===== src/rtl/drs_pkg.sv =====
package drs_pkg;
   typedef enum logic [1:0] {
      ST_PAUSE = 2'd0,
      ST_WAKE  = 2'd1,
      ST_RUN   = 2'd2
   } drs_state_e;
endpackage


===== src/rtl/drs_interval_timer.sv =====
module drs_interval_timer #(
   parameter longint unsigned CYC = 16
) (
   input  logic clk,
   input  logic rst_n,
   input  logic en,
   output logic tick
);
   localparam int CW = (CYC > 1) ? $clog2(CYC) : 1;
   localparam logic [CW-1:0] LAST = CW'(CYC - 1);

   logic [CW-1:0] cnt;

   if (CYC < 2) begin : g_bad_cyc
      $error("drs_interval_timer: CYC must be at least 2");
   end

   assign tick = en && (cnt == LAST);

   always_ff @(posedge clk or negedge rst_n) begin
      if (!rst_n)     cnt <= '0;
      else if (!en)   cnt <= '0;
      else if (tick)  cnt <= '0;
      else            cnt <= cnt + 1'b1;
   end

   AST_TICK_SPACED: assert property (@(posedge clk) disable iff (!rst_n)
      tick |=> !tick);
endmodule


===== src/rtl/drs_pend_ctr.sv =====
module drs_pend_ctr #(
   parameter int PEND_MAX = 4
) (
   input  logic clk,
   input  logic rst_n,
   input  logic clr,
   input  logic inc,
   input  logic dec,
   output logic nz,
   output logic at_max
);
   if (PEND_MAX < 1) begin : g_bad_max
      $error("drs_pend_ctr: PEND_MAX must be at least 1");
   end

   if (PEND_MAX == 1) begin : g_flag
      logic flag;
      always_ff @(posedge clk or negedge rst_n) begin
         if (!rst_n)        flag <= 1'b0;
         else if (clr)      flag <= 1'b0;
         else if (inc)      flag <= 1'b1;
         else if (dec)      flag <= 1'b0;
      end
      assign nz     = flag;
      assign at_max = flag;
   end else begin : g_count
      localparam int PW = $clog2(PEND_MAX + 1);
      localparam logic [PW-1:0] TOP = PW'(PEND_MAX);
      logic [PW-1:0] cnt;
      always_ff @(posedge clk or negedge rst_n) begin
         if (!rst_n)              cnt <= '0;
         else if (clr)            cnt <= '0;
         else if (inc && !dec)    cnt <= cnt + 1'b1;
         else if (dec && !inc)    cnt <= cnt - 1'b1;
      end
      assign nz     = (cnt != '0);
      assign at_max = (cnt == TOP);

      AST_PEND_LIMIT: assert property (@(posedge clk) disable iff (!rst_n)
         cnt <= TOP);
   end
endmodule


===== src/rtl/dram_refresh_seq.sv =====
module dram_refresh_seq
   import drs_pkg::*;
#(
   parameter longint unsigned CLK_HZ    = 100_000_000,
   parameter longint unsigned PAUSE_US  = 100_000,
   parameter longint unsigned PERIOD_US = 8_000,
   parameter int              ROWS      = 512,
   parameter int              WAKE_N    = 8,
   parameter int              PEND_MAX  = 4
) (
   input  logic clk,
   input  logic rst_n,
   input  logic ref_ack,
   output logic ref_req,
   output logic ready,
   output logic overrun
);
   localparam longint unsigned PAUSE_CYC = (CLK_HZ * PAUSE_US) / 64'd1_000_000;
   localparam longint unsigned IVL_CYC   =
      (CLK_HZ * PERIOD_US) / (64'd1_000_000 * longint'(ROWS));
   localparam int WW = $clog2(WAKE_N + 1);
   localparam logic [WW-1:0] WAKE_LOAD = WW'(WAKE_N);

   if (WAKE_N < 1) begin : g_bad_wake
      $error("dram_refresh_seq: WAKE_N must be at least 1");
   end
   if (ROWS < 1) begin : g_bad_rows
      $error("dram_refresh_seq: ROWS must be at least 1");
   end

   drs_state_e    state;
   logic [WW-1:0] wake_left;
   logic          pause_done;
   logic          run_tick;
   logic          pend_nz;
   logic          pend_full;
   logic          ack_taken;
   logic          miss;
   logic          ovr_q;

   drs_interval_timer #(.CYC(PAUSE_CYC)) u_pause (
      .clk   (clk),
      .rst_n (rst_n),
      .en    (state == ST_PAUSE),
      .tick  (pause_done)
   );

   drs_interval_timer #(.CYC(IVL_CYC)) u_ivl (
      .clk   (clk),
      .rst_n (rst_n),
      .en    (state == ST_RUN),
      .tick  (run_tick)
   );

   assign ack_taken = ref_ack && ref_req;
   assign miss      = (state == ST_RUN) && run_tick && pend_full && !ack_taken;

   drs_pend_ctr #(.PEND_MAX(PEND_MAX)) u_pend (
      .clk    (clk),
      .rst_n  (rst_n),
      .clr    ((state != ST_RUN) || miss),
      .inc    (run_tick),
      .dec    ((state == ST_RUN) && ack_taken),
      .nz     (pend_nz),
      .at_max (pend_full)
   );

   always_ff @(posedge clk or negedge rst_n) begin
      if (!rst_n) begin
         state     <= ST_PAUSE;
         wake_left <= '0;
         ovr_q     <= 1'b0;
      end else begin
         ovr_q <= miss;
         unique case (state)
            ST_PAUSE: begin
               if (pause_done) begin
                  state     <= ST_WAKE;
                  wake_left <= WAKE_LOAD;
               end
            end
            ST_WAKE: begin
               if (ack_taken) begin
                  if (wake_left == WW'(1)) state <= ST_RUN;
                  wake_left <= wake_left - 1'b1;
               end
            end
            ST_RUN: begin
               if (miss) begin
                  state     <= ST_WAKE;
                  wake_left <= WAKE_LOAD;
               end
            end
            default: state <= ST_PAUSE;
         endcase
      end
   end

   assign ref_req = (state == ST_WAKE) || ((state == ST_RUN) && pend_nz);
   assign ready   = (state == ST_RUN);
   assign overrun = ovr_q;

   AST_READY_AFTER_ACK: assert property (@(posedge clk) disable iff (!rst_n)
      $rose(ready) |-> $past(ref_ack && ref_req));
   AST_OVR_NOT_READY: assert property (@(posedge clk) disable iff (!rst_n)
      overrun |-> (!ready && ref_req));
   AST_OVR_SINGLE: assert property (@(posedge clk) disable iff (!rst_n)
      overrun |=> !overrun);
   AST_REQ_HELD: assert property (@(posedge clk) disable iff (!rst_n)
      (ref_req && !ref_ack) |=> ref_req);
   AST_PAUSE_SILENT: assert property (@(posedge clk) disable iff (!rst_n)
      (state == ST_PAUSE) |-> (!ref_req && !ready && !overrun));
endmodule


===== config.mk =====
export PLATFORM = sky130hd
export DESIGN_NAME = dram_refresh_seq
export DESIGN_NICKNAME = d
export VERILOG_FILES = /design/src/rtl/drs_pkg.sv /design/src/rtl/drs_interval_timer.sv /design/src/rtl/drs_pend_ctr.sv /design/src/rtl/dram_refresh_seq.sv
export SDC_FILE = /design/constraint.sdc
export NUM_CORES = 1
export LEC_CHECK = 0
export BUFFER_PORTS_ARGS = -buffer_cell sky130_fd_sc_hd__buf_2
export CORE_MARGIN = 1.5
export CORE_UTILIZATION = 54
export DETAILED_ROUTE_END_ITERATION = 10
export HOLD_SLACK_MARGIN = 0.1
export MAX_ROUTING_LAYER = met4
export PLACE_DENSITY = 0.73
export SLEW_MARGIN = 10
export SYNTH_ARGS = -nofsm -noshare
export SYNTH_HDL_FRONTEND = slang
export SYNTH_SLANG_ARGS = --single-unit

===== constraint.sdc =====
create_clock -name clk -period 2.2 [get_ports clk]
set_clock_uncertainty 0.05 [all_clocks]
set_input_delay 0.11 -clock clk [delete_from_list [all_inputs] [get_ports clk]]
set_output_delay 0.11 -clock clk [all_outputs]
set_load 0.02 [all_outputs]

==> results.md <==
* Outcome: finished clean
* Number of clock sinks seen by CTS at 45
* Fillers at 332
* Worst EP arrival at between 2000 and 2500 ps
* Dominant synthesized flop cell: dfrtp_1
* Routed WL at 4490 um
* Post-route cell area at 2730 um^2
* Worst-path clk slew at 90 ps
* Clk_lat worst skew at 300 ps
* Worst Tran Pin Value at around 500 ps
* Met1 Track Usage GR at 0.295
* Leakage at 1.22 nW
* Final hold vios at 0
* Final WS setup at 8.08 ps
* Post-synth top area share at 0.496
* Buf/Inv on CP at 2
* Routed Antenna Nets at 0
* Sw power at 0.643 mW
* Share of total power in the clock network at 0.336
* Initial Utilization at 0.564
* Fin crit share at 0.996
* CP peak stage delay at 400 ps
* Synthesized cell area at 2270 um^2
* Sw Ratio at 0.294
* Number of synthesized flops with an enable pin at 0
* Hpwl dp at 3230 um
* Max-cap viol count at 0
* First-pass GRT wire length at around 7500 um
* Met3 Resource Use GR at 0.0444
* Worst path slowest cell: dfrtp_1
* Critical Path Most Common Cell: nor2_1
* Quantity of I/O buffers inserted on ports at 5
* Rows at 23
* Most common cell after layout, fill and taps aside: nor2_1
* Worst EP required at around 2400 ps
* Sequential group share of total power at 0.454
* Die Area at 4600 um^2
* Yosys cell types at 37
* Commonest cells after routing, fill and taps aside: nor2_1 (48), dfrtp_1 (45), buf_4 (24)
* Vias/cell at ~5.5
* Residual DRC at 0
* Vias in the first global route at between 1500 and 2000
* Final setup vio count at 0
* Synth Instances at 233
* # diodes at 0
* RePlAce Congestion at 0.804
* Post-DP Area at about 2500 um^2
* Clock buffer count from CTS at 5
* WS Path Type: reg -> reg
* HP Class: in -> async
* Syn Nets at approximately 240
* Starting DRT DRC Count at between 100 and 150
* Antenna violations before repair at 0
* Combinational share of power at 0.209
* Top cell type by total area after synthesis: dfrtp_1
* Final min period at 2190 ps
* Synthesized flop and latch total at 45
* Number of vias in the routed layout at 1762
* Total grt overflow at 0
* Nets at 279
* Share of layout cells above drive strength 1 at 0.174
* WL/cell at 14.0 um
* Worst slack, placed at -38.5 ps
* Core area at 4030 um^2
* GRT busiest layer: met2
* Area growth syn-to-layout at 20.1%
* Worst setup SP type: flip-flop
* Largest cells by area after synthesis: dfrtp_1 (50%), nor2_1 (7.9%), xor2_1 (6.9%), xnor2_1 (5.8%), nand3_1 (4.0%)
* Cells along the critical path: inv_2, ha_4, nor4bb_4, nand2_1, nor2_1, ha_2, inv_2, fa_2, xor2_1, nor2_1, xnor2_1, nor2_1
* Maximum clock rate at 456 MHz
* Register area share after synthesis at 0.496
* Crit-path max FO at 2
* Syn Area/Cell at 9.75 um^2
* Max Slew Vio Count at 0
* Synthesis warning total at 0
* Pwr per Cell Area at 803 nW/um^2
* Clock buffer depth at 2
* Die Height at 67.9 um
* Htree depth at 2
* Die width at 67.9 um
* Crit. End Element: flip-flop
* Post-synthesis async set-or-reset flop share at 1.00
* I/O pins at 6
* Root buffer cell: clkbuf_8
* Int Power at approximately 1.5 mW
* RSZ-0062 raised after global routing: true
* CTS tree: yes
* Final hold slack at around 170 ps
* Top delay family on crit path: adder cells
* Largest net degree at the start of global routing at 20
* All-Layer GR Usage at 0.227
* DRT Pass-1 Iters at 4
* M2 GR Usage at 0.350
* Max_slew headroom at 0.670
* Peak VDD IR at between 0.5 and 0.6 mV
## state kept, by name, summed over array words and instances, names as in the netlist
register            count
overrun                 1
state                   2
u_ivl.cnt              11
u_pause.cnt            24
u_pend.g_count.cnt      3
wake_left               4
## cells by family after synthesis
kind of cell | after synthesis | share of synthesized area
mux | 1 | 0.00441
buf+inv | 11 | 0.0193
fa+ha+maj | 7 | 0.0419
xor+xnor | 33 | 0.127
flops | 45 | 0.496
simple gates | 120 | 0.261
compound gates | 16 | 0.0507
## path summary, 6_finish.rpt
kind	startpoint	cells past startpoint	end	slack, ps
setup / recovery	u_ivl.cnt[1]	12	u_pend.g_count.cnt[2]	8
hold / removal	rst_n	2	u_pend.g_count.cnt[1]	170
setup reg to reg	u_ivl.cnt[1]	12	u_pend.g_count.cnt[2]	8
hold reg to reg	wake_left[3]	1	wake_left[3]	430
max in group asynchronous	rst_n	3	u_pause.cnt[13]	1380
min in group clk	wake_left[3]	1	wake_left[3]	430
## synthesized netlist by cell type (all sizes together) (2+ instances only)
master	count
o31ai	2
buf	2
and3	4
nand3	18
nor3	6
nand2	15
nand2b	3
or4	2
inv	8
or3	3
nand4	8
o21ai	6
xnor2	15
dfrtp	45
ha	6
nor4	4
xor2	18
nor4b	3
a21oi	2
nor2	48
## power groups by stage
| stage | sequential [mW] | combinational, mW | clock, mW |
|---|---|---|---|
| after floorplan | 0.986 | 0.317 | 0 |
| after global placement | 1.00 | 0.438 | 0 |
| after detailed placement | 1.01 | 0.450 | 0 |
| after CTS | 0.991 | 0.453 | 0.757 |
| after global routing | 1.01 | 0.522 | 0.789 |
| final | 0.994 | 0.458 | 0.736 |
## metal layers
metal  vias up  wire [um]
met1       852       2190
met5         -          0
met4         0         87
met3         7        134
met2        31       2080
li1        872          -
## stage by stage
step	util	setup TNS [ps]	instances	power, mW
finish	0.677	0	320	2.19
detailed placement	0.625	-38.5	306	1.46
global route	0.677	-187	320	2.32
floorplan	-	0	233	1.30
global placement	0.625	0	306	1.44
CTS	0.672	0	320	2.20
## area by class of cell
| cell class | instances | area, um^2 | area share |
|---|---|---|---|
| inverter | 8 | 30.0 | 0.0110 |
| sequential | 45 | 1130 | 0.413 |
| tap | 50 | 62.6 | 0.0229 |
| clock inverter | 3 | 65.1 | 0.0239 |
| timing repair buffer | 32 | 236 | 0.0867 |
| clock buffer | 5 | 68.8 | 0.0252 |
| multi-input combinational | 177 | 1140 | 0.417 |
## timing repair
action / 4_1_cts / 5_1_grt
resized for setup: 2 / 6
endpoints found under the setup margin: 1 / 19
pin swaps: 4 / 9
hold endpoints to repair: 46 / 0
hold buffers: 2 / 0
setup buffers: 4 / 0
No activity file was read; power rests on OpenSTA's default activity.
